**src/rtl/dma_abort_pkg.sv**
```systemverilog
package dma_abort_pkg;

    typedef enum logic [2:0] {
        ST_OFFLINE,
        ST_RESTART,
        ST_IDLE,
        ST_DISARMED,
        ST_ABORTED,
        ST_CLEANUP,
        ST_SHUT_FLUSH,
        ST_SHUT_HALT
    } seq_state_e;

    typedef enum logic {
        FLUSH_ABORTED  = 1'b0,
        FLUSH_SHUTDOWN = 1'b1
    } flush_code_e;

    localparam int STAT_W        = 64;
    localparam int BUSY_BIT_A    = 63;
    localparam int BUSY_BIT_B    = 62;
    localparam int BUSY_BIT_C    = 61;
    localparam int STOPPED_BIT   = 30;

endpackage

```
**src/rtl/dma_tick_cnt.sv**
```systemverilog
module dma_tick_cnt #(
    parameter int W = 4
) (
    input  logic         clk,
    input  logic         rst_n,
    input  logic         load_i,
    input  logic [W-1:0] load_val_i,
    input  logic         dec_i,
    output logic         zero_o
);
    logic [W-1:0] cnt_q;

    always_ff @(posedge clk) begin
        if (!rst_n)
            cnt_q <= '0;
        else if (load_i)
            cnt_q <= load_val_i;
        else if (dec_i && cnt_q != '0)
            cnt_q <= cnt_q - 1'b1;
    end

    assign zero_o = (cnt_q == '0);
endmodule

```
**src/rtl/dma_quiet_chk.sv**
```systemverilog
module dma_quiet_chk
    import dma_abort_pkg::*;
(
    input  logic [STAT_W-1:0] status_i,
    output logic              quiet_o
);
    always_comb begin
        quiet_o = !status_i[BUSY_BIT_A] && !status_i[BUSY_BIT_B] &&
                  !status_i[BUSY_BIT_C] &&  status_i[STOPPED_BIT];
    end
endmodule

```
**src/rtl/dma_abort_seq.sv**
```systemverilog
module dma_abort_seq
    import dma_abort_pkg::*;
#(
    parameter int DEADLINE_TICKS = 6,
    parameter int RETRY_LIMIT    = 4,
    parameter int RING_ENTRIES   = 256,
    parameter int LEN_W          = 16
) (
    input  logic              clk,
    input  logic              rst_n,
    input  logic              abort_req_i,
    input  logic              disabled_ack_i,
    input  logic [63:0]       quiesce_status_i,
    input  logic              link_active_i,
    input  logic              tick_i,
    input  logic              shutdown_i,
    output logic              eng_enable_o,
    output logic              ptr_reset_o,
    output logic              lencfg_load_o,
    output logic [LEN_W:0]    lencfg_data_o,
    output logic              flush_o,
    output logic              flush_code_o
);
    localparam int DL_W = (DEADLINE_TICKS > 1) ? $clog2(DEADLINE_TICKS) : 1;
    localparam int RT_W = $clog2(RETRY_LIMIT + 2);
    localparam logic [LEN_W:0] LENCFG_VAL = {1'b1, LEN_W'(RING_ENTRIES)};

    seq_state_e st_q, st_nx;
    logic       dl_zero, rt_zero, quiet, in_shut;

    dma_tick_cnt #(.W(DL_W)) u_deadline (
        .clk        (clk),
        .rst_n      (rst_n),
        .load_i     (st_q != ST_DISARMED),
        .load_val_i (DL_W'(DEADLINE_TICKS - 1)),
        .dec_i      (tick_i),
        .zero_o     (dl_zero)
    );

    dma_tick_cnt #(.W(RT_W)) u_retry (
        .clk        (clk),
        .rst_n      (rst_n),
        .load_i     (st_q != ST_ABORTED),
        .load_val_i (RT_W'(RETRY_LIMIT)),
        .dec_i      (tick_i && !quiet),
        .zero_o     (rt_zero)
    );

    dma_quiet_chk u_quiet (
        .status_i (quiesce_status_i),
        .quiet_o  (quiet)
    );

    assign in_shut = (st_q == ST_SHUT_FLUSH) || (st_q == ST_SHUT_HALT);

    // state register
    always_ff @(posedge clk) begin
        if (!rst_n)
            st_q <= ST_OFFLINE;
        else
            st_q <= st_nx;
    end

    // next-state logic
    always_comb begin
        st_nx = st_q;
        unique case (st_q)
            ST_OFFLINE:    if (link_active_i) st_nx = ST_RESTART;
            ST_RESTART:    st_nx = ST_IDLE;
            ST_IDLE:       if (abort_req_i) st_nx = ST_DISARMED;
            ST_DISARMED:   if (disabled_ack_i || (tick_i && dl_zero))
                               st_nx = ST_ABORTED;
            ST_ABORTED:    if (tick_i && (quiet || rt_zero))
                               st_nx = ST_CLEANUP;
            ST_CLEANUP:    st_nx = link_active_i ? ST_RESTART : ST_OFFLINE;
            ST_SHUT_FLUSH: st_nx = ST_SHUT_HALT;
            ST_SHUT_HALT:  st_nx = ST_SHUT_HALT;
        endcase
        if (shutdown_i && !in_shut)
            st_nx = ST_SHUT_FLUSH;
    end

    // output decode
    always_comb begin
        eng_enable_o  = 1'b0;
        ptr_reset_o   = 1'b0;
        lencfg_load_o = 1'b0;
        lencfg_data_o = '0;
        flush_o       = 1'b0;
        flush_code_o  = FLUSH_ABORTED;
        unique case (st_q)
            ST_IDLE:       eng_enable_o = 1'b1;
            ST_CLEANUP: begin
                ptr_reset_o   = 1'b1;
                lencfg_load_o = 1'b1;
                lencfg_data_o = LENCFG_VAL;
                flush_o       = 1'b1;
            end
            ST_SHUT_FLUSH: begin
                flush_o      = 1'b1;
                flush_code_o = FLUSH_SHUTDOWN;
            end
            ST_OFFLINE, ST_RESTART, ST_DISARMED, ST_ABORTED, ST_SHUT_HALT: ;
        endcase
    end
endmodule

```
**config.mk**
```make
export PLATFORM = sky130hd
export DESIGN_NAME = dma_abort_seq
export DESIGN_NICKNAME = d
export VERILOG_FILES = /design/src/rtl/dma_abort_pkg.sv /design/src/rtl/dma_tick_cnt.sv /design/src/rtl/dma_quiet_chk.sv /design/src/rtl/dma_abort_seq.sv
export SDC_FILE = /design/constraint.sdc
export NUM_CORES = 1
export LEC_CHECK = 0
export CAP_MARGIN = 30
export CORE_AREA = 8 8 45 47
export DETAILED_ROUTE_END_ITERATION = 10
export DIE_AREA = 0 0 53 55
export DONT_BUFFER_PORTS = 1
export GPL_TIMING_DRIVEN = 0
export PLACE_DENSITY = 0.71
export SLEW_MARGIN = 20
export SYNTH_ARGS = -nofsm -noshare
export SYNTH_HDL_FRONTEND = slang
export SYNTH_SLANG_ARGS = --single-unit
export TNS_END_PERCENT = 5
```
**constraint.sdc**
```tcl
create_clock -name clk -period 1.75 [get_ports clk]
set_input_delay 0.175 -clock clk [delete_from_list [all_inputs] [get_ports clk]]
set_output_delay 0.175 -clock clk [all_outputs]
set_load 0.02 [all_outputs]
```
==> results of run 1 <==
[cells by family after synthesis]
family                   share of synthesized area [%]
adder cells (fa/ha/maj)                           6.78
multiplexers                                      2.03
XOR/XNOR                                          3.56
flip-flops                                        24.4
AO/OA/AOI/OAI                                     17.1
other                                            0.508
AND/OR/NAND/NOR                                   22.7
buffers and inverters                             22.9
[power by group through the flow]
stage                     Combinational, uW  Clock (uW)  Sequential [uW]
after floorplan                         157           0              234
after global placement                  167           0              237
after detailed placement                170           0              238
after CTS                               170         152              233
after global routing                    188         167              236
final                                   170         150              233
[path summary, 6_finish.rpt]
kind / slack [ps] / start / endpoint
max: 150 / st_q[0]$_SDFFE_PP0P_ / flush_o
min: 50 / shutdown_i / st_q[1]$_SDFFE_PN0P_
max reg2reg: 330 / u_deadline.cnt_q[0]$_SDFFE_PN0P_ / st_q[2]$_SDFFE_PN0P_
min reg2reg: 490 / u_retry.cnt_q[1]$_SDFFE_PP0P_ / u_retry.cnt_q[1]$_SDFFE_PP0P_
[sequential cells by signal, indices dropped and copies added (netlist names)]
signal            cells
u_retry.cnt_q         3
st_q                  3
u_deadline.cnt_q      3
[per-layer routing]
layer	up-vias	global-route usage, %	wire length, um	part of all wire (%)
li1	284	-	-	-
met1	218	9.80	519	41
met2	17	13.7	589	47
met3	2	3.48	133	11
met4	0	3.88	9	0.72
met5	-	0	0	0
[worst max-delay path, delay by kind of cell, from the launching register on]
| family | cells | cell delay (ps) |
|---|---|---|
| flip-flops | 1 | 360 |
| AND/OR/NAND/NOR | 3 | 820 |
[layout make-up]
class	instances	share of cell area, %
Multi-Input combinational cell	64	52.7
Sequential cell	9	21.6
Buffer	20	17.9
Clock buffer	4	3.13
Tap cell	16	2.39
Inverter	5	2.24
[cell usage after synthesis]
| cell | count | area [um^2] |
|---|---|---|
| clkbuf_1 | 1 | 3.75 |
| buf_4 | 18 | 135 |
| and2_1 | 1 | 6.26 |
| a211oi_1 | 2 | 15.0 |
| nor3_1 | 1 | 5.00 |
| o21ai_0 | 3 | 15.0 |
| mux2_4 | 1 | 15.0 |
| a21oi_1 | 3 | 15.0 |
| ha_1 | 4 | 50.1 |
| a21boi_0 | 1 | 7.51 |
| o31ai_4 | 1 | 21.3 |
| or2_1 | 1 | 6.26 |
| nand3_1 | 2 | 10.0 |
| inv_1 | 5 | 18.8 |
| and3b_2 | 1 | 10.0 |
| nand2_1 | 3 | 11.3 |
| conb_1 | 1 | 3.75 |
| buf_6 | 1 | 11.3 |
| a21o_1 | 1 | 7.51 |
| nor4b_4 | 1 | 23.8 |
| and2b_2 | 1 | 8.76 |
| and2b_1 | 2 | 15.0 |
| o21a_1 | 6 | 45.0 |
| nor3b_1 | 2 | 15.0 |
| dfxtp_1 | 9 | 180 |
| nor2_1 | 5 | 18.8 |
| nor3b_2 | 2 | 25.0 |
| xnor2_1 | 3 | 26.3 |
| nor2b_1 | 2 | 12.5 |
[per-stage QoR]
| step | hold slack (ps) | cell area (um^2) | setup WS, ps |
|---|---|---|---|
| 6_report | 45.2 | 838 | 147 |
| 5_1_grt | 31.4 | 838 | 81.4 |
| 3_3_place_gp | 303 | 811 | 313 |
| 3_5_place_dp | 304 | 811 | 278 |
| 4_1_cts | 48.9 | 837 | 15.3 |
| 2_1_floorplan | 299 | 791 | 406 |
[timing repair]
| item | CTS | global route |
|---|---|---|
| buffers inserted | 0 | 0 |
| setup endpoints to repair | 0 | 1 |
| resized for setup | 0 | 1 |
==> summary.txt, run 1 <==
Routing
  – Wire per inst: 10.6 um
  – DR DRC count: 0
  – Via count: 521
  – DRT iter0 DRCs: 8
  – Drt pass-1 iters: 5
  – Final ANT Viol Nets: 0
  – Final WL: 1.25 mm
  – Routed vias/inst: 4.42

Floorplan
  – Die H: 55 um
  – Die Area: 0.00292 mm^2
  – Core area: 0.00138 mm^2
  – # rows: 14
  – Starting Density: 53.3%
  – # IOs: 93
  – Die width: 53 um

Power and ir drop
  – Maximum vdd drop: 0.526 mV
  – Switching Share: 30.7%
  – Power share of the sequential group: 42.1%
  – P_int: 384 uW
  – P_sw: 170 uW
  – Static Leak: 0.000399 uW
  – Clock share of power: 27.1%
  – Power Density: 661 mW/mm^2
  – Total power draw: 554 uW
  – Gate power share: 30.7%

GRT
  – Initial antenna violation count: 0
  – Total grt overflow: 0
  – First-pass GRT wire length: 1.90 mm
  – Gr usage total: 8.55%
  – Largest net degree at the start of global routing: 11
  – Vias in the first global route: 439

Worst setup path
  – Crit-path slowest cell: dfxtp_2
  – CP startpoint kind: flop
  – Worst reg2reg path depth: 7
  – Slowest stage delay, CP: 360 ps
  – CP required: 1570 ps
  – CP max FO: 8
  – CP Capture Type: output port
  – CP Cell Sequence: and2b_2 -> and2_1 -> or2_1
  – Critical path class: flop to output port
  – Worst EP arrival: 1430 ps

Yosys
  – Total of warnings raised by yosys: 0
  – Mapped cell area: 738 um^2
  – Synthesis-stage register bit count: 9
  – Mapped Cells: 84
  – Mean Syn Cell Area: 8.79 um^2
  – Netlist cell types: 29
  – Sequential share of the synthesized area: 24.4%

Cells and area
  – Commonest non-fill, non-tap cell in the layout: buf_4
  – Most frequent cells in the layout: 18 x buf_4, 15 x conb_1, 8 x dfxtp_1
  – Core Util, Final: 60.6%
  – Reg area: 181 um^2
  – Synth-to-layout area growth: 13.6%
  – Filler cells: 136
  – Area of the multi-input gates: 442 um^2
  – Nets@finish: 178
  – Post-Layout Cell Count: 118
  – Share of cells above drive strength 1: 29.4%
  – Antenna diodes: 0

STA
  – Final period util: 91.6%
  – Final setup viols: 0
  – Unrepaired setup endpoints after global routing: no
  – Final hold vios: 0
  – Period minus WS final: 1600 ps
  – Worst slew pin tran: 693 ps
  – Fmax: 0.624 GHz
  – Slew Limit Fails: 0
  – Setup tns final: 0 ps
  – Clock Skews: 7.74 ps
  – Slew HR: 53.7%

CTS
  – CTS Hold Bufs: 0
  – TritonCTS clock tree: yes
  – Num CTS Buffers: 3
  – Clk_lat worst skew: 250 ps
  – Clk slew on worst S/H paths: 60 ps
  – CTS max path bufs: 2
  – Total clock sinks: 9
  – Root buffer cell: clkbuf_4
  – H-tree depth: 1

Placed design
  – DP HPWL: 1.11 mm
  – Routability-driven placement congestion ratio: 0.669
  – Port Buffer Count: 0
  – Placed cells: 114

Flow run
  – Max_cap viols: 0

Worst hold path
  – Worst Hold Class: input pin to flop
  – Hold path depth: 1

Outcome
  – Outcome: completed
No activity file was read; power rests on OpenSTA's default activity.
==> run 2: changes to the inputs <==
--- a/config.mk
+++ b/config.mk
@@ -5,6 +5,7 @@
 export SDC_FILE = /design/constraint.sdc
 export NUM_CORES = 1
 export LEC_CHECK = 0
+export ABC_AREA = 1
 export CAP_MARGIN = 30
 export CORE_AREA = 8 8 45 47
 export DETAILED_ROUTE_END_ITERATION = 10
==> summary.txt, run 2 <==
CTS
  – H-tree depth: 1 (unchanged)
  – Clk slew on worst S/H paths: 60 ps (about the same)
  – Root buffer cell: clkbuf_4 (unchanged)
  – Clk_lat worst skew: 260 ps (was 250 ps)
  – Total clock sinks: 9 (unchanged)
  – CTS max path bufs: 2 (unchanged)
  – Setup Buffers After CTS: 0 (unchanged)
  – TritonCTS clock tree: yes (unchanged)
  – Num CTS Buffers: 3 (unchanged)

Yosys
  – Sequential share of the synthesized area: 24.4% (unchanged)
  – Mapped cell area: 738 um^2 (unchanged)
  – Mean Syn Cell Area: 6.71 um^2 (was 8.79 um^2)
  – Area leader, netlist: dfxtp_1 (unchanged)
  – Total of warnings raised by yosys: 0 (unchanged)
  – Ys flop type: dfxtp_1 (unchanged)
  – Number of synthesized flops with an enable pin: 0 (unchanged)
  – Most frequent cell after synthesis: nand2_1 (was buf_4)
  – Mapped Cells: 110 (was 84)
  – Synthesis-stage register bit count: 9 (unchanged)
  – Synth top area share: 24.4% (unchanged)
  – Netlist cell types: 24 (was 29)
  – Synth cell count leaders: 19 x nand2_1, 18 x buf_4, 16 x inv_1 (was 18 x buf_4, 9 x dfxtp_1, 6 x o21a_1)
  – Area contributors post-synth: dfxtp_1 24%, buf_4 18%, nand2_1 9.7% (was dfxtp_1 24%, buf_4 18%, ha_1 6.8%)
  – Post-synthesis async set-or-reset flop share: 0% (unchanged)

Floorplan
  – # IOs: 93 (unchanged)
  – Core area: 0.00138 mm^2 (unchanged)
  – # rows: 14 (unchanged)
  – Die H: 55 um (unchanged)
  – Starting Density: 53.3% (unchanged)
  – Die Area: 0.00292 mm^2 (unchanged)
  – Die width: 53 um (unchanged)

Routing
  – DRT iter0 DRCs: 9 (was 8)
  – Drt pass-1 iters: 4 (was 5)
  – Via count: 663 (was 521)
  – Final WL: 1.51 mm (was 1.25 mm)
  – Final ANT Viol Nets: 0 (unchanged)
  – Routed vias/inst: 4.57 (was 4.42)
  – Wire per inst: 10.4 um (was 10.6 um)
  – DR DRC count: 0 (unchanged)

Worst setup path
  – Worst reg2reg path depth: 11 (was 7)
  – CP required: 1570 ps (about the same)
  – CP max FO: 7 (was 8)
  – CP Capture Point: eng_enable_o (was flush_o)
  – Reg2Reg Launch Point: u_deadline.cnt_q[0]$_SDFFE_PN0P_ (unchanged)
  – R2r endpoint: st_q[1]$_SDFFE_PN0P_ (was st_q[2]$_SDFFE_PN0P_)
  – Worst EP arrival: 1450 ps (was 1430 ps)
  – Critical path startpoint: st_q[1]$_SDFFE_PN0P_ (was st_q[0]$_SDFFE_PP0P_)
  – CP Capture Type: output port (unchanged)
  – CP startpoint kind: flop (unchanged)
  – Critical path class: flop to output port (unchanged)
  – Flop-to-flop setup slack: 250 ps (was 330 ps)

Power and ir drop
  – Static Leak: 0.000478 uW (was 0.000399 uW)
  – Power Density: 839 mW/mm^2 (was 661 mW/mm^2)
  – Maximum vdd drop: 0.660 mV (was 0.526 mV)

Cells and area
  – Share of cells above drive strength 1: 23.3% (was 29.4%)
  – Most frequent cells in the layout: 19 x nand2_1, 18 x buf_4, 16 x inv_1 (was 18 x buf_4, 15 x conb_1, 8 x dfxtp_1)
  – Top flop regs: st_q x3, u_deadline.cnt_q x3, u_retry.cnt_q x3 (unchanged)
  – Commonest non-fill, non-tap cell in the layout: nand2_1 (was buf_4)
  – Synth-to-layout area growth: 16.6% (was 13.6%)
  – Antenna diodes: 0 (unchanged)
  – Nets@finish: 205 (was 178)

Placed design
  – Routability-driven placement congestion ratio: 0.869 (was 0.669)
  – DP HPWL: 1.25 mm (was 1.11 mm)
  – Place WS: -69.3 ps (was 278 ps)
  – Port Buffer Count: 0 (unchanged)

STA
  – Slew Limit Fails: 0 (unchanged)
  – Final period util: 92.7% (was 91.6%)
  – Unrepaired setup endpoints after global routing: no (unchanged)
  – Clock Skews: 0.962 ps (was 7.74 ps)
  – Fmax: 0.616 GHz (was 0.624 GHz)
  – Period minus WS final: 1620 ps (was 1600 ps)
  – Fin Hold WS: 34.8 ps (was 45.2 ps)
  – Final setup margin: 128 ps (was 147 ps)
  – Final hold vios: 0 (unchanged)
  – Final setup viols: 0 (unchanged)
  – Worst slew pin tran: 632 ps (was 693 ps)
  – Slew HR: 57.5% (was 53.7%)

GRT
  – Gr usage total: 10.3% (was 8.55%)
  – Largest net degree at the start of global routing: 9 (was 11)
  – Initial antenna violation count: 0 (unchanged)
  – Vias in the first global route: 554 (was 439)
  – First-pass GRT wire length: 2.26 mm (was 1.90 mm)
  – Total grt overflow: 0 (unchanged)

Worst hold path
  – Worst Hold Class: input pin to flop (unchanged)
  – Hold path depth: 2 (was 1)

Outcome
  – Outcome: completed (unchanged)

Flow run
  – Max_cap viols: 0 (unchanged)
==> run 2: layout make-up <==
cell class	instances	area, um^2
Buffer	19	140
Clock buffer	4	26.3
Fill cell	152	523
Inverter	16	60.1
Multi-Input combinational cell	80	424
Sequential cell	9	180
Tap cell	16	20.0
Timing Repair Buffer	1	10.0
==> run 2: what timing repair did <==
item,in CTS,in global routing
gates resized for setup,2,1
hold buffers,1,0
cloned,0,0
endpoints found under the hold margin,1,0
pin swaps,0,1
setup endpoints to repair,5,1
==> run 2: cells by family (layout without fill, tap and decap cells) <==
kind of cell / Yosys count / in the layout / share of synthesized area (%)
simple gates: 46 / 46 / 27.5
compound gates: 13 / 13 / 11.4
flops: 9 / 9 / 24.4
buf+inv: 35 / 40 / 27.1
other cells: 1 / 15 / 0.508
fa+ha+maj: 4 / 4 / 6.78
xor+xnor: 2 / 2 / 2.37
==> run 2: per-stage QoR <==
step | power [uW] | instance area (um^2) | utilization [%] | setup TNS (ps) | std cells
after floorplan | 511 | 791 | - | 0 | 124
final | 722 | 861 | 62.2 | 0 | 145
after global placement | 542 | 811 | 58.6 | -64.0 | 140
after global routing | 780 | 861 | 62.2 | 0 | 145
after CTS | 732 | 858 | 62.0 | 0 | 145
after detailed placement | 551 | 811 | 58.6 | -181 | 140
==> run 2: per-layer routing <==
metal,wire [um],track usage [%]
met5,0,0
met4,10,3.88
met3,147,5.88
met2,751,16.4
met1,603,11.1
==> run 2: worst max-delay path: stages (launching register included) <==
cell     delay, ps
dfxtp_1        510
inv_1          160
nor3_1         520
==> run 2: worst min-delay path by stage <==
| stage | startpoint | to | slack, ps |
|---|---|---|---|
| after detailed placement | rst_n | u_retry.cnt_q[2]$_SDFFE_PN0P_ | 280 |
| after CTS | rst_n | st_q[1]$_SDFFE_PN0P_ | 20 |
| after global placement | rst_n | u_retry.cnt_q[2]$_SDFFE_PN0P_ | 280 |
| after global routing | rst_n | st_q[1]$_SDFFE_PN0P_ | 20 |
| final | rst_n | st_q[1]$_SDFFE_PN0P_ | 30 |
| after floorplan | rst_n | u_retry.cnt_q[2]$_SDFFE_PN0P_ | 270 |
==> run 2: where the power goes <==
part | internal [uW] | total, uW | switching [uW]
clock | 87.8 | 160 | 71.9
sequential | 229 | 256 | 26.3
combinational | 108 | 306 | 198
total | 425 | 722 | 297
==> run 3: changes to the inputs <==
--- a/config.mk
+++ b/config.mk
@@ -7,14 +7,15 @@
 export LEC_CHECK = 0
 export ABC_AREA = 1
 export CAP_MARGIN = 30
-export CORE_AREA = 8 8 45 47
+export CORE_MARGIN = 8
+export CORE_UTILIZATION = 61
 export DETAILED_ROUTE_END_ITERATION = 10
-export DIE_AREA = 0 0 53 55
 export DONT_BUFFER_PORTS = 1
 export GPL_TIMING_DRIVEN = 0
-export PLACE_DENSITY = 0.71
+export PLACE_DENSITY = 0.77
 export SLEW_MARGIN = 20
 export SYNTH_ARGS = -nofsm -noshare
 export SYNTH_HDL_FRONTEND = slang
+export SYNTH_HIERARCHICAL = 1
 export SYNTH_SLANG_ARGS = --single-unit
 export TNS_END_PERCENT = 5
==> summary.txt, run 3 <==
Outcome
  – Outcome: completed (unchanged)

GRT
  – First-pass GRT wire length: 3.03 mm (was 2.26 mm)
  – Largest net degree at the start of global routing: 10 (was 9)
  – Vias in the first global route: 782 (was 554)
  – Initial antenna violation count: 0 (unchanged)
  – Gr usage total: 13.5% (was 10.3%)
  – Total grt overflow: 0 (unchanged)

Yosys
  – Mean Syn Cell Area: 5.77 um^2 (was 6.71 um^2)
  – Mapped Cells: 159 (was 110)
  – Mux contribution to synthesized area: 0% (unchanged)
  – Synthesis-stage register bit count: 9 (unchanged)
  – Synth top area share: 19.6% (was 24.4%)
  – Area leader, netlist: dfxtp_1 (unchanged)
  – Simple-gate share of the synthesized area: 39.2% (was 27.5%)
  – Mapped cell area: 917 um^2 (was 738 um^2)
  – Post-synthesis async set-or-reset flop share: 0% (unchanged)
  – Netlist cell types: 19 (was 24)
  – Sequential share of the synthesized area: 19.6% (was 24.4%)
  – Synth Area in Compound Gates: 6.00% (was 11.4%)
  – Area contributors post-synth: dfxtp_1 20%, nand2_1 16%, buf_4 15% (was dfxtp_1 24%, buf_4 18%, nand2_1 9.7%)
  – Largest family of logic cells by synthesized area: simple AND/OR/NAND/NOR gates (unchanged)
  – Number of synthesized flops with an enable pin: 0 (unchanged)
  – Total of warnings raised by yosys: 6 (was 0)
  – Synth Area in XOR/XNOR: 0% (was 2.37%)
  – Most frequent cell after synthesis: nand2_1 (unchanged)
  – Synth cell count leaders: 40 x nand2_1, 27 x nor2_1, 23 x inv_1 (was 19 x nand2_1, 18 x buf_4, 16 x inv_1)
  – Adder-cell area share of the yosys netlist: 5.46% (was 6.78%)
  – Ys flop type: dfxtp_1 (unchanged)

Worst setup path
  – Cell count along the critical path: 5 (was 2)
  – Reg2Reg Launch Point: u_deadline/cnt_q[0]$_SDFFE_PN0P_ (was u_deadline.cnt_q[0]$_SDFFE_PN0P_)
  – Critical path buffer and inverter count: 3 (was 1)
  – CP Cell Sequence: clkbuf_8 -> inv_2 -> nand2_1 -> nor2_2 -> buf_4 (was inv_1 -> nor3_1)
  – R2r endpoint: st_q[2]$_SDFFE_PN0P_ (was st_q[1]$_SDFFE_PN0P_)
  – CP max FO: 9 (was 7)
  – Worst EP arrival: 1390 ps (was 1450 ps)
  – CP Capture Point: lencfg_data_o[16] (was eng_enable_o)
  – Crit-path slowest cell: dfxtp_1 (was nor3_1)
  – CP startpoint kind: flop (unchanged)
  – Critical path class: flop to output port (unchanged)
  – CP Capture Type: output port (unchanged)
  – Critical path startpoint: st_q[1]$_SDFFE_PN0P_ (unchanged)
  – CP required: 1570 ps (about the same)
  – Family with the most delay on the worst path: buffers and inverters (was simple AND/OR/NAND/NOR gates)
  – Worst reg2reg path depth: 10 (was 11)
  – Flop-to-flop setup slack: 330 ps (was 250 ps)
  – Slowest stage delay, CP: 300 ps (was 520 ps)

STA
  – Final setup viols: 0 (unchanged)
  – Final period util: 89.2% (was 92.7%)
  – Clock Skews: 0.203 ps (was 0.962 ps)
  – Period minus WS final: 1560 ps (was 1620 ps)
  – Slew Limit Fails: 0 (unchanged)
  – Unrepaired setup endpoints after global routing: no (unchanged)
  – Setup tns final: 0 ps (unchanged)
  – Final hold vios: 0 (unchanged)
  – Fmax: 0.640 GHz (was 0.616 GHz)

CTS
  – Num CTS Buffers: 3 (unchanged)
  – TritonCTS clock tree: yes (unchanged)
  – Clk slew on worst S/H paths: 60 ps (about the same)
  – CTS Hold Bufs: 0 (was 1)
  – Clk_lat worst skew: 260 ps (about the same)
  – Root buffer cell: clkbuf_4 (unchanged)
  – CTS max path bufs: 2 (unchanged)
  – Total clock sinks: 9 (unchanged)
  – H-tree depth: 1 (unchanged)

Routing
  – Wire per inst: 9.25 um (was 10.4 um)
  – DR DRC count: 0 (unchanged)
  – Final ANT Viol Nets: 0 (unchanged)
  – Final WL: 1.83 mm (was 1.51 mm)
  – DRT iter0 DRCs: 24 (was 9)
  – Routed vias/inst: 4.39 (was 4.57)
  – Drt pass-1 iters: 4 (unchanged)
  – Via count: 870 (was 663)

Cells and area
  – Top flop regs: st_q x3, u_deadline/cnt_q x3, u_retry/cnt_q x3 (was st_q x3, u_deadline.cnt_q x3, u_retry.cnt_q x3)
  – Antenna diodes: 0 (unchanged)
  – Nets@finish: 258 (was 205)
  – Share of cells above drive strength 1: 20.3% (was 23.3%)
  – Post-Layout Cell Count: 198 (was 145)
  – Commonest non-fill, non-tap cell in the layout: nand2_1 (unchanged)
  – Most frequent cells in the layout: 40 x nand2_1, 26 x nor2_1, 23 x inv_1 (was 19 x nand2_1, 18 x buf_4, 16 x inv_1)
  – Synth-to-layout area growth: 13.1% (was 16.6%)

Floorplan
  – # IOs: 93 (unchanged)
  – Die Area: 0.00300 mm^2 (was 0.00292 mm^2)
  – Die H: 54.8 um (was 55 um)
  – # rows: 14 (unchanged)
  – Starting Density: 63.1% (was 53.3%)
  – Die width: 54.8 um (was 53 um)
  – Core area: 0.00145 mm^2 (was 0.00138 mm^2)

Flow run
  – Max_cap viols: 0 (unchanged)

Power and ir drop
  – Static Leak: 0.000643 uW (was 0.000478 uW)
  – Maximum vdd drop: 0.525 mV (was 0.660 mV)
  – Gate power share: 55.3% (was 42.4%)
  – Power Density: 964 mW/mm^2 (was 839 mW/mm^2)
  – Switching Share: 46.0% (was 41.1%)
  – Clock share of power: 16.5% (was 22.1%)
  – P_sw: 460 uW (was 297 uW)
  – Power share of the sequential group: 28.1% (was 35.4%)
  – P_int: 540 uW (was 425 uW)

Worst hold path
  – Worst Hold Class: input pin to flop (unchanged)
  – Hold_sp: rst_n (unchanged)

Placed design
  – Routability-driven placement congestion ratio: 0.778 (was 0.869)
  – Placed cells: 194 (was 140)
  – Port Buffer Count: 0 (unchanged)
  – DP HPWL: 1.47 mm (was 1.25 mm)
-- run 3: cell count changes in the layout (fill, tap and decap cells not counted), moves of 4 or more --
cell	previous run	this run
a21oi_1	6	1
inv_1	16	23
inv_2	0	5
conb_1	15	21
nor2_1	11	26
nand2_1	19	40
nand3_1	6	12
o21ai_0	2	6
-- run 3: area by class of cell --
type,count,area (um^2)
Buffer,20,160
Clock buffer,4,26.3
Fill cell,130,417
Inverter,28,105
Multi-Input combinational cell,121,546
Sequential cell,9,180
Tap cell,16,20.0
-- run 3: power groups by stage --
stage | combinational, uW | clock (uW) | sequential [uW]
floorplan | 477 | 0 | 280
global placement | 530 | 0 | 284
detailed placement | 540 | 0 | 285
CTS | 553 | 172 | 281
global route | 635 | 183 | 288
finish | 553 | 165 | 281
-- run 3: worst reg2reg max path, cell delays in order, from the launching register on --
cell,delay (ps)
dfxtp_1,360
inv_1,50
ha_1,200
ha_1,190
nand2_1,70
nand2_1,70
nor2_2,140
nor2_2,70
nand3_1,70
nand2_1,50
nor2_1,90
-- run 3: through the flow --
| stage | cell area, um^2 | hold WS (ps) | power, uW | setup slack, ps | util [%] |
|---|---|---|---|---|---|
| floorplan | 988 | 301 | 757 | 414 | - |
| global placement | 1010 | 304 | 815 | 331 | 69.4 |
| detailed placement | 1010 | 308 | 826 | 294 | 69.4 |
| CTS | 1040 | 22.9 | 1010 | 172 | 71.3 |
| global route | 1040 | 35.1 | 1110 | 99.0 | 71.3 |
| finish | 1040 | 29.2 | 1000 | 189 | 71.3 |
-- run 3: worst min-delay path by stage --
stage               cells after the start                          endpoint  slack (ps)
finish                                  2  u_deadline/cnt_q[1]$_SDFFE_PN0P_          30
global placement                        2  u_deadline/cnt_q[1]$_SDFFE_PN0P_         300
detailed placement                      2  u_deadline/cnt_q[1]$_SDFFE_PN0P_         310
floorplan                               2              st_q[1]$_SDFFE_PN0P_         300
global route                            2              st_q[0]$_SDFFE_PP0P_          40
CTS                                     2  u_deadline/cnt_q[1]$_SDFFE_PN0P_          20
-- run 3: layer usage --
layer	vias up	GRT usage (%)	routed length (um)	share of wire [%]
met3	4	4.62	136	7.4
met2	24	24.2	904	49
li1	483	-	-	-
met5	-	0	0	0
met4	0	4.92	27	1.5
met1	359	14.2	762	42
-- run 3: what timing repair did --
action	in CTS	in global routing
endpoints found under the hold margin	0	0
endpoints found under the setup margin	1	0
resized for setup	1	0
setup buffers	0	0
-- run 3: cells by family after synthesis --
logic type	count (synthesis)
compound gates	10
fa+ha+maj	4
buf+inv	48
flops	9
other cells	2
simple gates	86
